[src/rtl/bitop_pkg.sv]
package bitop_pkg;

  typedef enum logic [2:0] {
    BOP_TEST = 3'd0,
    BOP_SET  = 3'd1,
    BOP_CLR  = 3'd2,
    BOP_FLIP = 3'd3,
    BOP_PAIR = 3'd4
  } bop_e;

  localparam int LONG_W_DEF  = 40;
  localparam int SHORT_W_DEF = 16;
  localparam int N_ACC_DEF   = 4;
  localparam int N_AUX_DEF   = 8;
  localparam int N_TMP_DEF   = 4;

endpackage

[src/rtl/bitop_regfile.sv]
// Mixed-width register file: long entries first, then pointer entries,
// then short scratch entries. The operation writeback takes precedence
// over the load port when both address the same entry.
module bitop_regfile
  import bitop_pkg::*;
#(
  parameter int LONG_W  = LONG_W_DEF,
  parameter int SHORT_W = SHORT_W_DEF,
  parameter int N_ACC   = N_ACC_DEF,
  parameter int N_AUX   = N_AUX_DEF,
  parameter int N_TMP   = N_TMP_DEF,
  localparam int N_REG  = N_ACC + N_AUX + N_TMP,
  localparam int SEL_W  = $clog2(N_REG),
  localparam int PTR_W  = $clog2(N_AUX)
) (
  input  logic               clk,
  input  logic               rst_n,
  input  logic               ld_en,
  input  logic [SEL_W-1:0]   ld_sel,
  input  logic [LONG_W-1:0]  ld_data,
  input  logic               wb_en,
  input  logic [SEL_W-1:0]   wb_sel,
  input  logic [LONG_W-1:0]  wb_data,
  input  logic [SEL_W-1:0]   rd_sel,
  output logic [LONG_W-1:0]  rd_data,
  output logic               rd_long,
  input  logic [PTR_W-1:0]   ptr_sel,
  output logic [SHORT_W-1:0] ptr_data
);

  logic [LONG_W-1:0] view [N_REG];
  logic [SEL_W-1:0]  ptr_idx;

  for (genvar i = 0; i < N_REG; i++) begin : g_reg
    localparam int W = (i < N_ACC) ? LONG_W : SHORT_W;
    logic [W-1:0] q;
    logic [W-1:0] d;
    logic         en;

    always_comb begin
      en = 1'b0;
      d  = q;
      if (wb_en && (wb_sel == SEL_W'(i))) begin
        en = 1'b1;
        d  = wb_data[W-1:0];
      end else if (ld_en && (ld_sel == SEL_W'(i))) begin
        en = 1'b1;
        d  = ld_data[W-1:0];
      end
    end

    always_ff @(posedge clk or negedge rst_n) begin
      if (!rst_n) begin
        q <= '0;
      end else if (en) begin
        q <= d;
      end
    end

    if (W == LONG_W) begin : g_full
      assign view[i] = q;
    end else begin : g_short
      assign view[i] = {{(LONG_W - W){1'b0}}, q};
    end
  end

  assign rd_data  = view[rd_sel];
  assign rd_long  = (rd_sel < SEL_W'(N_ACC));
  assign ptr_idx  = SEL_W'(N_ACC) + SEL_W'(ptr_sel);
  assign ptr_data = view[ptr_idx][SHORT_W-1:0];

endmodule

[src/rtl/bitop_offset.sv]
// Chooses the bit position and checks it against the target width.
module bitop_offset
  import bitop_pkg::*;
#(
  parameter int LONG_W  = LONG_W_DEF,
  parameter int SHORT_W = SHORT_W_DEF,
  localparam int POS_W  = $clog2(LONG_W)
) (
  input  logic [2:0]         op,
  input  logic               long_tgt,
  input  logic               use_ptr,
  input  logic [POS_W-1:0]   imm,
  input  logic [SHORT_W-1:0] ptr_val,
  output logic [POS_W-1:0]   pos,
  output logic               bad
);

  logic [SHORT_W-1:0] off;
  logic [SHORT_W:0]   need;
  logic [SHORT_W:0]   lim;
  logic               is_pair;
  logic               undefined_op;

  always_comb begin
    off          = use_ptr ? ptr_val : SHORT_W'(imm);
    is_pair      = (op == BOP_PAIR);
    undefined_op = (op > BOP_PAIR);
    need         = {1'b0, off} + {{SHORT_W{1'b0}}, is_pair};
    lim          = long_tgt ? (SHORT_W+1)'(LONG_W) : (SHORT_W+1)'(SHORT_W);
    bad          = undefined_op || (need >= lim);
    pos          = off[POS_W-1:0];
  end

endmodule

[src/rtl/bitop_alu.sv]
// Computes the modified word and the two probed bits.
module bitop_alu
  import bitop_pkg::*;
#(
  parameter int LONG_W = LONG_W_DEF,
  localparam int POS_W = $clog2(LONG_W)
) (
  input  logic [2:0]        op,
  input  logic [LONG_W-1:0] cur,
  input  logic [POS_W-1:0]  pos,
  output logic [LONG_W-1:0] nxt,
  output logic              bit_lo,
  output logic              bit_hi,
  output logic              writes,
  output logic              probe_lo,
  output logic              probe_hi
);

  logic [LONG_W-1:0] mask;
  logic [LONG_W-1:0] shifted;

  always_comb begin
    mask     = LONG_W'(1) << pos;
    shifted  = cur >> pos;
    bit_lo   = shifted[0];
    bit_hi   = shifted[1];
    nxt      = cur;
    writes   = 1'b0;
    probe_lo = 1'b0;
    probe_hi = 1'b0;
    case (op)
      BOP_SET:  begin nxt = cur | mask;  writes = 1'b1; end
      BOP_CLR:  begin nxt = cur & ~mask; writes = 1'b1; end
      BOP_FLIP: begin nxt = cur ^ mask;  writes = 1'b1; end
      BOP_TEST: probe_lo = 1'b1;
      BOP_PAIR: begin probe_lo = 1'b1; probe_hi = 1'b1; end
      default:  ;
    endcase
  end

endmodule

[src/rtl/bitop_unit.sv]
module bitop_unit
  import bitop_pkg::*;
#(
  parameter int LONG_W  = LONG_W_DEF,
  parameter int SHORT_W = SHORT_W_DEF,
  parameter int N_ACC   = N_ACC_DEF,
  parameter int N_AUX   = N_AUX_DEF,
  parameter int N_TMP   = N_TMP_DEF,
  localparam int N_REG  = N_ACC + N_AUX + N_TMP,
  localparam int SEL_W  = $clog2(N_REG),
  localparam int PTR_W  = $clog2(N_AUX),
  localparam int POS_W  = $clog2(LONG_W)
) (
  input  logic              clk,
  input  logic              rst_n,
  input  logic              ld_en,
  input  logic [SEL_W-1:0]  ld_sel,
  input  logic [LONG_W-1:0] ld_data,
  input  logic              op_valid,
  input  logic [2:0]        op_code,
  input  logic [SEL_W-1:0]  op_sel,
  input  logic              op_use_ptr,
  input  logic [POS_W-1:0]  op_imm,
  input  logic [PTR_W-1:0]  op_ptr,
  output logic              res_valid,
  output logic [LONG_W-1:0] res_value,
  output logic              tc1,
  output logic              tc2,
  output logic              op_err
);

  // reset: asserted asynchronously, released after two clock edges
  logic [1:0] rst_pipe;
  logic       rst_core_n;

  always_ff @(posedge clk or negedge rst_n) begin
    if (!rst_n) begin
      rst_pipe <= '0;
    end else begin
      rst_pipe <= {rst_pipe[0], 1'b1};
    end
  end
  assign rst_core_n = rst_pipe[1];

  logic [LONG_W-1:0]  cur_val;
  logic               cur_long;
  logic [SHORT_W-1:0] ptr_val;
  logic [POS_W-1:0]   pos;
  logic               pos_bad;
  logic [LONG_W-1:0]  new_val;
  logic               bit_lo, bit_hi;
  logic               alu_writes, probe_lo, probe_hi;
  logic               wb_en;

  bitop_regfile #(
    .LONG_W (LONG_W), .SHORT_W(SHORT_W),
    .N_ACC  (N_ACC),  .N_AUX  (N_AUX), .N_TMP(N_TMP)
  ) u_regs (
    .clk     (clk),
    .rst_n   (rst_core_n),
    .ld_en   (ld_en),
    .ld_sel  (ld_sel),
    .ld_data (ld_data),
    .wb_en   (wb_en),
    .wb_sel  (op_sel),
    .wb_data (new_val),
    .rd_sel  (op_sel),
    .rd_data (cur_val),
    .rd_long (cur_long),
    .ptr_sel (op_ptr),
    .ptr_data(ptr_val)
  );

  bitop_offset #(.LONG_W(LONG_W), .SHORT_W(SHORT_W)) u_offset (
    .op      (op_code),
    .long_tgt(cur_long),
    .use_ptr (op_use_ptr),
    .imm     (op_imm),
    .ptr_val (ptr_val),
    .pos     (pos),
    .bad     (pos_bad)
  );

  bitop_alu #(.LONG_W(LONG_W)) u_alu (
    .op      (op_code),
    .cur     (cur_val),
    .pos     (pos),
    .nxt     (new_val),
    .bit_lo  (bit_lo),
    .bit_hi  (bit_hi),
    .writes  (alu_writes),
    .probe_lo(probe_lo),
    .probe_hi(probe_hi)
  );

  // next-state for the result stage
  logic              valid_d, err_d, tc1_d, tc2_d;
  logic [LONG_W-1:0] value_d;
  logic              value_en, flag_en;
  logic              accept;

  always_comb begin
    accept   = op_valid && !pos_bad;
    wb_en    = accept && alu_writes;
    valid_d  = op_valid;
    err_d    = op_valid && pos_bad;
    value_en = op_valid;
    value_d  = wb_en ? new_val : cur_val;
    flag_en  = accept && probe_lo;
    tc1_d    = tc1;
    tc2_d    = tc2;
    if (flag_en) begin
      tc1_d = bit_lo;
      if (probe_hi) begin
        tc2_d = bit_hi;
      end
    end
  end

  always_ff @(posedge clk or negedge rst_core_n) begin
    if (!rst_core_n) begin
      res_valid <= 1'b0;
      op_err    <= 1'b0;
    end else begin
      res_valid <= valid_d;
      op_err    <= err_d;
    end
  end

  always_ff @(posedge clk or negedge rst_core_n) begin
    if (!rst_core_n) begin
      res_value <= '0;
    end else if (value_en) begin
      res_value <= value_d;
    end
  end

  always_ff @(posedge clk or negedge rst_core_n) begin
    if (!rst_core_n) begin
      tc1 <= 1'b0;
      tc2 <= 1'b0;
    end else if (flag_en) begin
      tc1 <= tc1_d;
      tc2 <= tc2_d;
    end
  end

endmodule

[config.mk]
export PLATFORM = sky130hd
export DESIGN_NAME = bitop_unit
export DESIGN_NICKNAME = d
export VERILOG_FILES = /design/src/rtl/bitop_pkg.sv /design/src/rtl/bitop_regfile.sv /design/src/rtl/bitop_offset.sv /design/src/rtl/bitop_alu.sv /design/src/rtl/bitop_unit.sv
export SDC_FILE = /design/constraint.sdc
export NUM_CORES = 1
export LEC_CHECK = 0
export ABC_AREA = 1
export ABC_CLOCK_PERIOD_IN_PS = 11400
export BUFFER_PORTS_ARGS = -buffer_cell sky130_fd_sc_hd__buf_4
export CAP_MARGIN = 20
export CORE_UTILIZATION = 30
export CTS_CLUSTER_DIAMETER = 60
export DETAILED_ROUTE_END_ITERATION = 6
export PLACE_DENSITY = 0.45
export SLEW_MARGIN = 25
export SYNTH_ARGS = -nofsm -noshare
export SYNTH_HDL_FRONTEND = slang
export SYNTH_SLANG_ARGS = --single-unit
[constraint.sdc]
create_clock -name clk -period 11.4 [get_ports clk]
set_input_delay 1.14 -clock clk [delete_from_list [all_inputs] [get_ports clk]]
set_output_delay 1.14 -clock clk [all_outputs]
set_load 0.1 [all_outputs]
# Yosys cells after proc, flatten, opt, wreduce, memory -nomap -nowiden
# Cells that the tools add are included.
# op_classes
reduce_logical	76
muxes	77
n_eq_ne	34
shift	2
bitwise_logic	6
addsub	2
magnitude_cmp	5
# op_table
operator	n
$mux 40	11
$mux 16	27
$bmux 40 s4	2
$pmux 40 s3	1
$eq 4x4->1 const B	16
$and 40x40->40	1
$not 40->40	1
$or 40x40->40	1
$shl 1x6->40 const A	1
$shr 40x6->2	1
$xor 40x40->40	1
$logic_and 1x1->1	36
$mux 1	35
$reduce_and 2->1	17
$eq 4x3->1 const B	8
$reduce_bool 2->1	16
$add 16x1->17	1
$ge 17x17->1	1
$eq 4x2->1 const B	4
$ge 5x5->1 const B	2
$not 4->5	2
$eq 4x1->1 const B	2
$logic_not 4->1	2
$eq 3x2->1 const B	2
11 further kinds	11
# word_totals
elab_cells	224
out_inout_bits	44
in_bits	65
ff_bits	398

# Longest topological paths before layout
# Gate-level depths: netlist (run 1).
# depth
depth_word	15
ltp_mapped	28
ltp_nobuf	24

# Cells and area by module
# A second synthesis (run 1) with hierarchy kept.
# hier_totals
hier_cells	4414
hier_area_um2	28444.8
# by_module_without_submodules
mod	n_inst	cells_per_inst	area_per_inst_um2	seq_area_each_um2
bitop_regfile	1	3350	21894.7	8808.4
bitop_alu	1	539	3185.6	0.0
bitop_unit	1	368	2557.5	1151.1
bitop_offset	1	157	807.0	0.0

# Worst setup path after synthesis (run 1)
# OpenSTA, ideal clock, no wires.
# synth_timing
path_type	input -> register
from	input port op_ptr[0]
to	register res_value[24]
t_required_ns	11.313
setup_time_ns	0.087
path_buffers	6
arrival_ns	4.890
cell_stages	25
slack_ns	6.423
cell_sequence	buf_4 -> clkbuf_1 -> o21ai_0 -> o211ai_1 -> nand3_1 -> nand2_1 -> clkbuf_1 -> ha_1 -> ha_1 -> nand3_2 -> xor2_1 -> ha_1 -> inv_1 -> nor4b_1 -> nand3_1 -> a21boi_0 -> nand2_1 -> nand4_1 -> nor2_1 -> nand4_1 -> buf_6 -> buf_6 -> clkbuf_1 -> nand3_1 -> o211ai_1
# synth_via
elab_chain_len	13
word_cells_on_any_way	19
cone_classes	2 x add/sub; 1 x order compare; 1 x shift; 6 x mux; 5 x bitwise; 4 x reduce/logical
# synth_rtl
item	line	text
start, declared	bitop_unit.sv:24	input logic [PTR_W-1:0] op_ptr,
$add 3x3->4 (*)	bitop_regfile.sv:69	assign ptr_idx = SEL_W'(N_ACC) + SEL_W'(ptr_sel);
$not 4->5 (not written as such) (*)	bitop_regfile.sv:70	assign ptr_data = view[ptr_idx][SHORT_W-1:0];
$bmux 40 s4 (*)	bitop_regfile.sv:70	
$mux 16 (not written as such) (*) (2 in a row)	bitop_regfile.sv:70	
$mux 16 (*)	bitop_offset.sv:25	off = use_ptr ? ptr_val : SHORT_W'(imm);
$add 16x1->17	bitop_offset.sv:28	need = {1'b0, off} + {{SHORT_W{1'b0}}, is_pair};
$ge 17x17->1	bitop_offset.sv:30	bad = undefined_op || (need >= lim);
$logic_or 1x1->1	bitop_offset.sv:30	
$logic_not 1->1	bitop_unit.sv:103	accept = op_valid && !pos_bad;
$logic_and 1x1->1	bitop_unit.sv:103	
$logic_and 1x1->1	bitop_unit.sv:104	wb_en = accept && alu_writes;
$mux 40 (*)	bitop_unit.sv:108	value_d = wb_en ? new_val : cur_val;
end signal, assigned	bitop_unit.sv:134	res_value <= value_d;
end, declared	bitop_unit.sv:26	output logic [LONG_W-1:0] res_value,
# Mark *: on every way between the ends. The rest lies on a longest branch, timed or not. The select of a mux whose other input is x is not followed.
# A chain may end at the register's enable or synchronous reset.

# Final worst setup path (run 1)
# layout_timing
from	input port op_ptr[0]
to	register u_regs.g_reg[3].q[10]
# layout_via
elab_chain_len	15
word_cells_on_any_way	23
cone_classes	2 x add/sub; 1 x order compare; 1 x shift; 7 x mux; 5 x bitwise; 7 x reduce/logical
# layout_rtl
item	line	text
$add 3x3->4 (*)	bitop_regfile.sv:69	
$not 4->5 (not written as such) (*)	bitop_regfile.sv:70	
$bmux 40 s4 (*)	bitop_regfile.sv:70	
$mux 16 (not written as such) (*) (2 in a row)	bitop_regfile.sv:70	
$mux 16 (*)	bitop_offset.sv:25	
$add 16x1->17	bitop_offset.sv:28	
$ge 17x17->1	bitop_offset.sv:30	
$logic_or 1x1->1	bitop_offset.sv:30	
$logic_not 1->1	bitop_unit.sv:103	
$logic_and 1x1->1	bitop_unit.sv:103	
$logic_and 1x1->1	bitop_unit.sv:104	
$logic_and 1x1->1	bitop_regfile.sv:43	if (wb_en && (wb_sel == SEL_W'(i))) begin
$reduce_bool 2->1 (no line) or $mux 1 (tied branches)	-	
$reduce_and 2->1 (no line)	-	
end signal, assigned	bitop_regfile.sv:54	q <= '0;
end signal, assigned	bitop_regfile.sv:56	q <= d;
end, declared	bitop_regfile.sv:36	logic [W-1:0] q;
# Marked as above.

==> results.yml, run 1 <==
setup_path:
  required_ps: 11930
  cp_top_family: "buffers and inverters"
  endpoint_kind: "flop"
  cpMaxStageDelayCell: "buf_4"
  crit_buf_inv: 6
  worst_path_most_repeated_cell: "buf_4"
  arrival_ps: 7560
  startpoint_type: "input port"
  criticalPathCategory: "input port to flop"
  crit_fanout: 71
  critPathMaxStageDelay_ps: 870
synth:
  netlist_top_cells_count: "nand2_1 (1835), nand3_1 (653), dfrtp_1 (398)"
  syn_inst: 4380
  synth_largest_area_cell: "dfrtp_1"
  postSynth.asyncResetShare: 1.00
  synth_top_area_frac: 0.354
  syn-cell-area_mm2: 0.0281
  synth.avg_cell_area_um2: 6.42
  ys_seq_area_frac: 0.354
  synth_seq_cells: 398
  synth.most_common_cell: "nand2_1"
  yosysWarnings: 0
  syn-num-nets: 4530
  synth_edf_count: 0
  synth.distinct_cells: 40
  synthTopCellsByArea: "dfrtp_1 (35%), nand2_1 (24%), nand3_1 (12%)"
  synth_ff_type: "dfrtp_1"
power:
  p_seq_frac: 0.382
  power_frac_comb: 0.271
  leakage_uw: 0.0157
  clock_power_share: 0.347
  internal_power_uw: 3100
  p_switching_uw: 1930
  sw_frac_of_total: 0.383
  pwr_density_cell_mw_per_mm2: 159
  p_total_uw: 5030
  peakVddDrop_mv: 0.104
clock_network:
  cts-root-buf: "clkbuf_16"
  cts_sinks: 398
  clockBufferDepth: 3
  cts_made_buffers: 53
  cts_hold_buffers: 0
  cts_htree_levels: 2
  cts_tree: "built"
  postCtsSetupBuffers: 0
  worstSkewPairLatency_ps: 650
  clkTransAtPathRegs_ps: 60
  post_cts_resized: 0
drt:
  drt_iter0_drc: 4044
  drt_first_pass_iters: 6
  viasPerCell: 5.38
  via_count: 30100
  drtAntennaViolNets: 0
  drc_errors: 0
  wire_per_inst_um: 24.6
  wl_mm: 138
timing:
  maxSlewViolCount: 0
  finalSetupViolations: 0
  slew_headroom: 0.251
  fin_skew_ps: 21.7
  finalSetupTns_ps: 0
  fmax_ghz: 0.142
  layout_setup_ws_ps: 4370
  period_needed_ps: 7030
  hold_violations: 0
  whs_ps: 267
  fin_crit_sh: 0.617
  worst_pin_slew_ps: 1120
  rsz0062_at_grt: "no"
finish:
  diodes: 0
  fin_cells: 5594
  drive_above_1_share: 0.0800
  area_growth_pct: 12.4
  fin_nets: 4460
placement:
  pre_cts_ws_ps: 3860
  dp_hpwl_mm: 87.7
  place_congestion: 0.914
  port_buffers: 108
  dp_cells: 5498
status:
  status: "completed"
floorplanning:
  die_y_um: 308
  core_mm2: 0.0922
  die_w_um: 308
  num_rows: 111
  die-area_mm2: 0.0950
  ios: 109
  start_util: 0.305
global_route:
  grt_antenna_before_repair: 5
  grt_remaining_overflow: 0
  grt_pass1_wl_mm: 199
  grt_use_total: 0.285
  grt_max_degree: 132
  grt_pass1_vias: 27400
flow_run:
  drv_cap: 0
hold_path:
  hp-class: "input port to asynchronous set/reset pin"
[registers in the layout, summed over array words and instances (netlist names)]
name        count
res_valid       1
res_value      40
rst_pipe        2
tc1             1
op_err          1
u_regs.g.q    352
tc2             1
[cell families (layout without fill, tap and decap cells)]
group / count (synthesis) / count (layout) / share of synthesized area
buffers and inverters: 603 / 574 / 0.0878
AOI/OAI and AO/OA: 449 / 449 / 0.0997
xor gates and xnor gates: 4 / 4 / 0.00125
DFF: 398 / 398 / 0.354
and+or+nand+nor: 2840 / 2840 / 0.419
adders and majority gates: 85 / 85 / 0.0378
other: 1 / 1 / 0.000133
[worst register-to-register path: stages, from the launching register on]
cell	delay, ps
dfrtp_1	450
inv_1	60
a21oi_1	100
o21ai_0	180
o211ai_1	150
nand3_1	130
nand2_1	620
ha_1	370
ha_1	260
nand3_2	130
xor2_1	190
ha_1	280
inv_1	50
nor4b_1	270
nand3_1	120
a21boi_0	170
nand2_1	90
nand4_1	80
nor2_1	60
nand4_1	100
buf_4	680
buf_4	910
nor2_4	50
buf_4	380
nand2_1	180
nand3_1	90
[path summary, 6_finish.rpt]
path | endpoint | slack [ps] | startpoint | depth (start not counted)
setup / recovery | u_regs.g_reg[3].q[10] | 4370 | op_ptr[0] | 25
hold / removal | rst_pipe[1] | 270 | rst_n | 1
setup reg to reg | u_regs.g_reg[3].q[10] | 5130 | u_regs.g_reg[9].q[0] | 25
hold reg to reg | rst_pipe[1] | 360 | rst_pipe[0] | 0
max in group asynchronous | u_regs.g_reg[11].q[3] | 8970 | rst_pipe[1] | 2
min in group clk | rst_pipe[1] | 360 | rst_pipe[0] | 0
[placed cells by master, fill, tap and decap left out, drive strengths merged]
cell type  netlist  routed
dfrtp          398     398
nor3            11      11
clkinvlp         0       3
o22ai           65      65
nand2         1842    1842
bufinv           0       3
a21boi           1       1
ha              85      85
a31oi            1       1
o221ai           6       6
inv            284     287
nand3b           1       1
o211ai          59      59
and3             1       1
clkbuf         177      81
a221oi           8       8
a22o             2       2
buf            127     179
o21bai           1       1
nand3          664     664
clkinv          15      21
xor2             4       4
nor2           288     288
or2              8       8
a21oi           35      35
nand4           24      24
a22oi          103     103
conb             1       1
nor4b            1       1
o21ai          168     168
[power groups by stage]
stage | Combinational, uW | Sequential, uW | Clock (uW)
after global routing | 1470 | 1950 | 1830
after floorplan | 698 | 2020 | 0
after detailed placement | 1340 | 1930 | 0
final | 1360 | 1920 | 1740
after CTS | 1340 | 1910 | 1770
after global placement | 1340 | 1930 | 0
[area by class of cell]
cell class | instances | area, um2
clock buffer | 81 | 1580
clock inverter | 15 | 191
fill | 10200 | 60600
inverter | 299 | 1120
multi-input combinational | 3379 | 15800
sequential | 398 | 9960
tap | 1243 | 1560
timing repair buffer | 179 | 1390
[per-stage QoR]
step | utilization | instance area, um2
global route | 0.343 | 31600
global placement | 0.323 | 29800
CTS | 0.343 | 31600
finish | 0.343 | 31600
floorplan | - | 28100
detailed placement | 0.324 | 29900
[layer usage]
metal | global-route usage | up-vias | routed length, um | part of all wire
li1 | - | 14000 | - | -
met1 | 0.423 | 14500 | 63300 | 0.46
met2 | 0.419 | 1342 | 58800 | 0.43
met3 | 0.0423 | 211 | 10900 | 0.079
met4 | 0.0929 | 2 | 4660 | 0.034
met5 | 0 | - | 13 | 0.000094
(Power assumes the default switching activity.)
==> run 2, diff against run 1 <==
ABC_CLOCK_PERIOD_IN_PS = 5700   (was 11400)
clock period = 5.7 ns   (was 11.4 ns; I/O delays follow)
==> results.yml, run 2 (synthesis results as in run 1) <==
floorplanning:
  num_rows: 111
  die_w_um: 308
  ios: 109
  core_mm2: 0.0922
  die-area_mm2: 0.0950
  die_y_um: 308
  start_util: 0.305
placement:
  pre_cts_ws_ps: 466
  dpl-instance-area_mm2: 0.0302
  place_congestion: 0.967
  port_buffers: 108
  dp_hpwl_mm: 92.3
clock_network:
  cts_sinks: 398
  clkTransAtPathRegs_ps: 60
  cts-root-buf: "clkbuf_16"
  cts_htree_levels: 2
  worstSkewPairLatency_ps: 650
  postCtsSetupBuffers: 0
  cts_hold_buffers: 1
  cts_tree: "built"
  post_cts_resized: 0
  clockBufferDepth: 3
  cts_made_buffers: 54
power:
  peakVddDrop_mv: 0.228
  p_total_uw: 10200
  pwr_density_cell_mw_per_mm2: 318
  leakage_uw: 0.0160
timing:
  slew_headroom: 0.219
  worst_pin_slew_ps: 1160
  period_needed_ps: 4780
  layout_setup_ws_ps: 915
  finalSetupTns_ps: 0
  maxSlewViolCount: 0
  hold_violations: 0
  fmax_ghz: 0.209
  fin_skew_ps: 24.2
  fin_crit_sh: 0.839
  finalSetupViolations: 0
  rsz0062_at_grt: "no"
finish:
  drive_above_1_share: 0.0889
  area_growth_pct: 14.0
  fin_nets: 4507
  largestRegisters: "u_regs.g.q (352), res_value (40), rst_pipe (2)"
  regMostFlops: "u_regs.g.q"
  final_common_cell: "nand2_1"
  final_cell_mix: "nand2_1 (1834), nand3_1 (649), dfrtp_1 (397), inv_1 (267), nor2_1 (258)"
  largest_register_ffs: 352
  nFillCells: 10200
  fin_area_mm2: 0.0321
setup_path:
  startpoint_type: "flop"
  cpMaxStageDelayCell: "nor2_4"
  criticalPathCategory: "flop to flop"
  cp_top_family: "simple AND/OR/NAND/NOR gates"
  arrival_ps: 5300
  cp_num_cells: 24
  crit_fanout: 32
  crit_buf_inv: 3
  worst_path_most_repeated_cell: "nand3_1"
  endpoint_kind: "flop"
  crit_chain: "inv_1 > a21oi_1 > o21ai_0 > o211ai_1 > nand3_1 > nand2_1 > ha_1 > ha_1 > nand3_2 > xor2_1 > ha_1 > inv_1 > nor4b_1 > nand3_1 > a21boi_0 > nand2_1 > nand2_1 > nor2_1 > nand3_1 > nor2_4 > buf_4 > nand3_2 > nand3_1 > nand3_1"
  ff2ff_path_depth: 24
  critPathMaxStageDelay_ps: 530
  required_ps: 6220
global_route:
  use_met1: 0.424
  grt_pass1_vias: 28000
  grt_max_degree: 112
  grt-busiest-layer: "met1"
  grt_util_met2: 0.422
  grt_pass1_wl_mm: 199
  grt_antenna_before_repair: 2
  grt_remaining_overflow: 0
  grt_use_met3: 0.0363
  grt_use_total: 0.284
drt:
  wire_per_inst_um: 24.2
  drc_errors: 0
  via_count: 30200
  drtAntennaViolNets: 0
  drt_iter0_drc: 3696
  viasPerCell: 5.35
  wl_mm: 137
  drt_first_pass_iters: 6
flow_run:
  drv_cap: 0
hold_path:
  whs_path_depth: 5
  hp-class: "input port to flop"
status:
  status: "completed"
run 2: cell types whose count changed in the layout (fill, tap and decap cells not counted), moves of 2 or more:
cell / previous run / this run
inv_1: 264 / 267
o21ai_2: 3 / 1
inv_2: 20 / 18
buf_4: 176 / 214
o21ai_1: 50 / 52
buf_12: 2 / 9
bufinv_16: 3 / 5
run 2: routing by layer:
| metal | share of wire | wire, um |
|---|---|---|
| met1 | 0.47 | 63700 |
| met2 | 0.43 | 58400 |
| met3 | 0.078 | 10700 |
| met4 | 0.029 | 4020 |
| met5 | 0 | 0 |
run 2: tightest hold or removal path, delay by kind of cell:
kind / cells / cell delay, ps
buf+inv: 1 / 90
simple gates: 4 / 180
run 2: path summary, 6_finish.rpt:
kind | startpoint | end | slack, ps
worst max-delay path | u_regs.g_reg[9].q[0] | u_regs.g_reg[12].q[1] | 920
worst min-delay path | ld_data[31] | u_regs.g_reg[3].q[31] | 240
worst max register to register | u_regs.g_reg[9].q[0] | u_regs.g_reg[12].q[1] | 920
worst min register to register | rst_pipe[0] | rst_pipe[1] | 350
max in group asynchronous | rst_pipe[1] | u_regs.g_reg[13].q[10] | 4170
min in group asynchronous | rst_n | rst_pipe[0] | 250
run 2: layout make-up:
cell class,instances,area (um2),area share
clock inverters,19,254,0.00792
diodes,1,2.50,0.0000780
clock buffers,79,1570,0.0488
inverters,299,1120,0.0350
repair buffers,225,1810,0.0564
flip-flops and latches,398,9960,0.311
well taps,1243,1560,0.0485
multi-input cells,3379,15800,0.493
run 2: through the flow:
| stage | util | hold slack (ps) | instances |
|---|---|---|---|
| after detailed placement | 0.328 | 337 | 5543 |
| after floorplan | - | 274 | 4380 |
| final | 0.348 | 244 | 5643 |
| after global routing | 0.348 | 227 | 5642 |
| after global placement | 0.328 | 333 | 5543 |
| after CTS | 0.348 | 212 | 5642 |
run 2: power breakdown:
part | internal, uW | switching (uW) | total, uW
clock | 2120 | 1450 | 3570
combinational | 782 | 1970 | 2750
sequential | 3410 | 462 | 3880
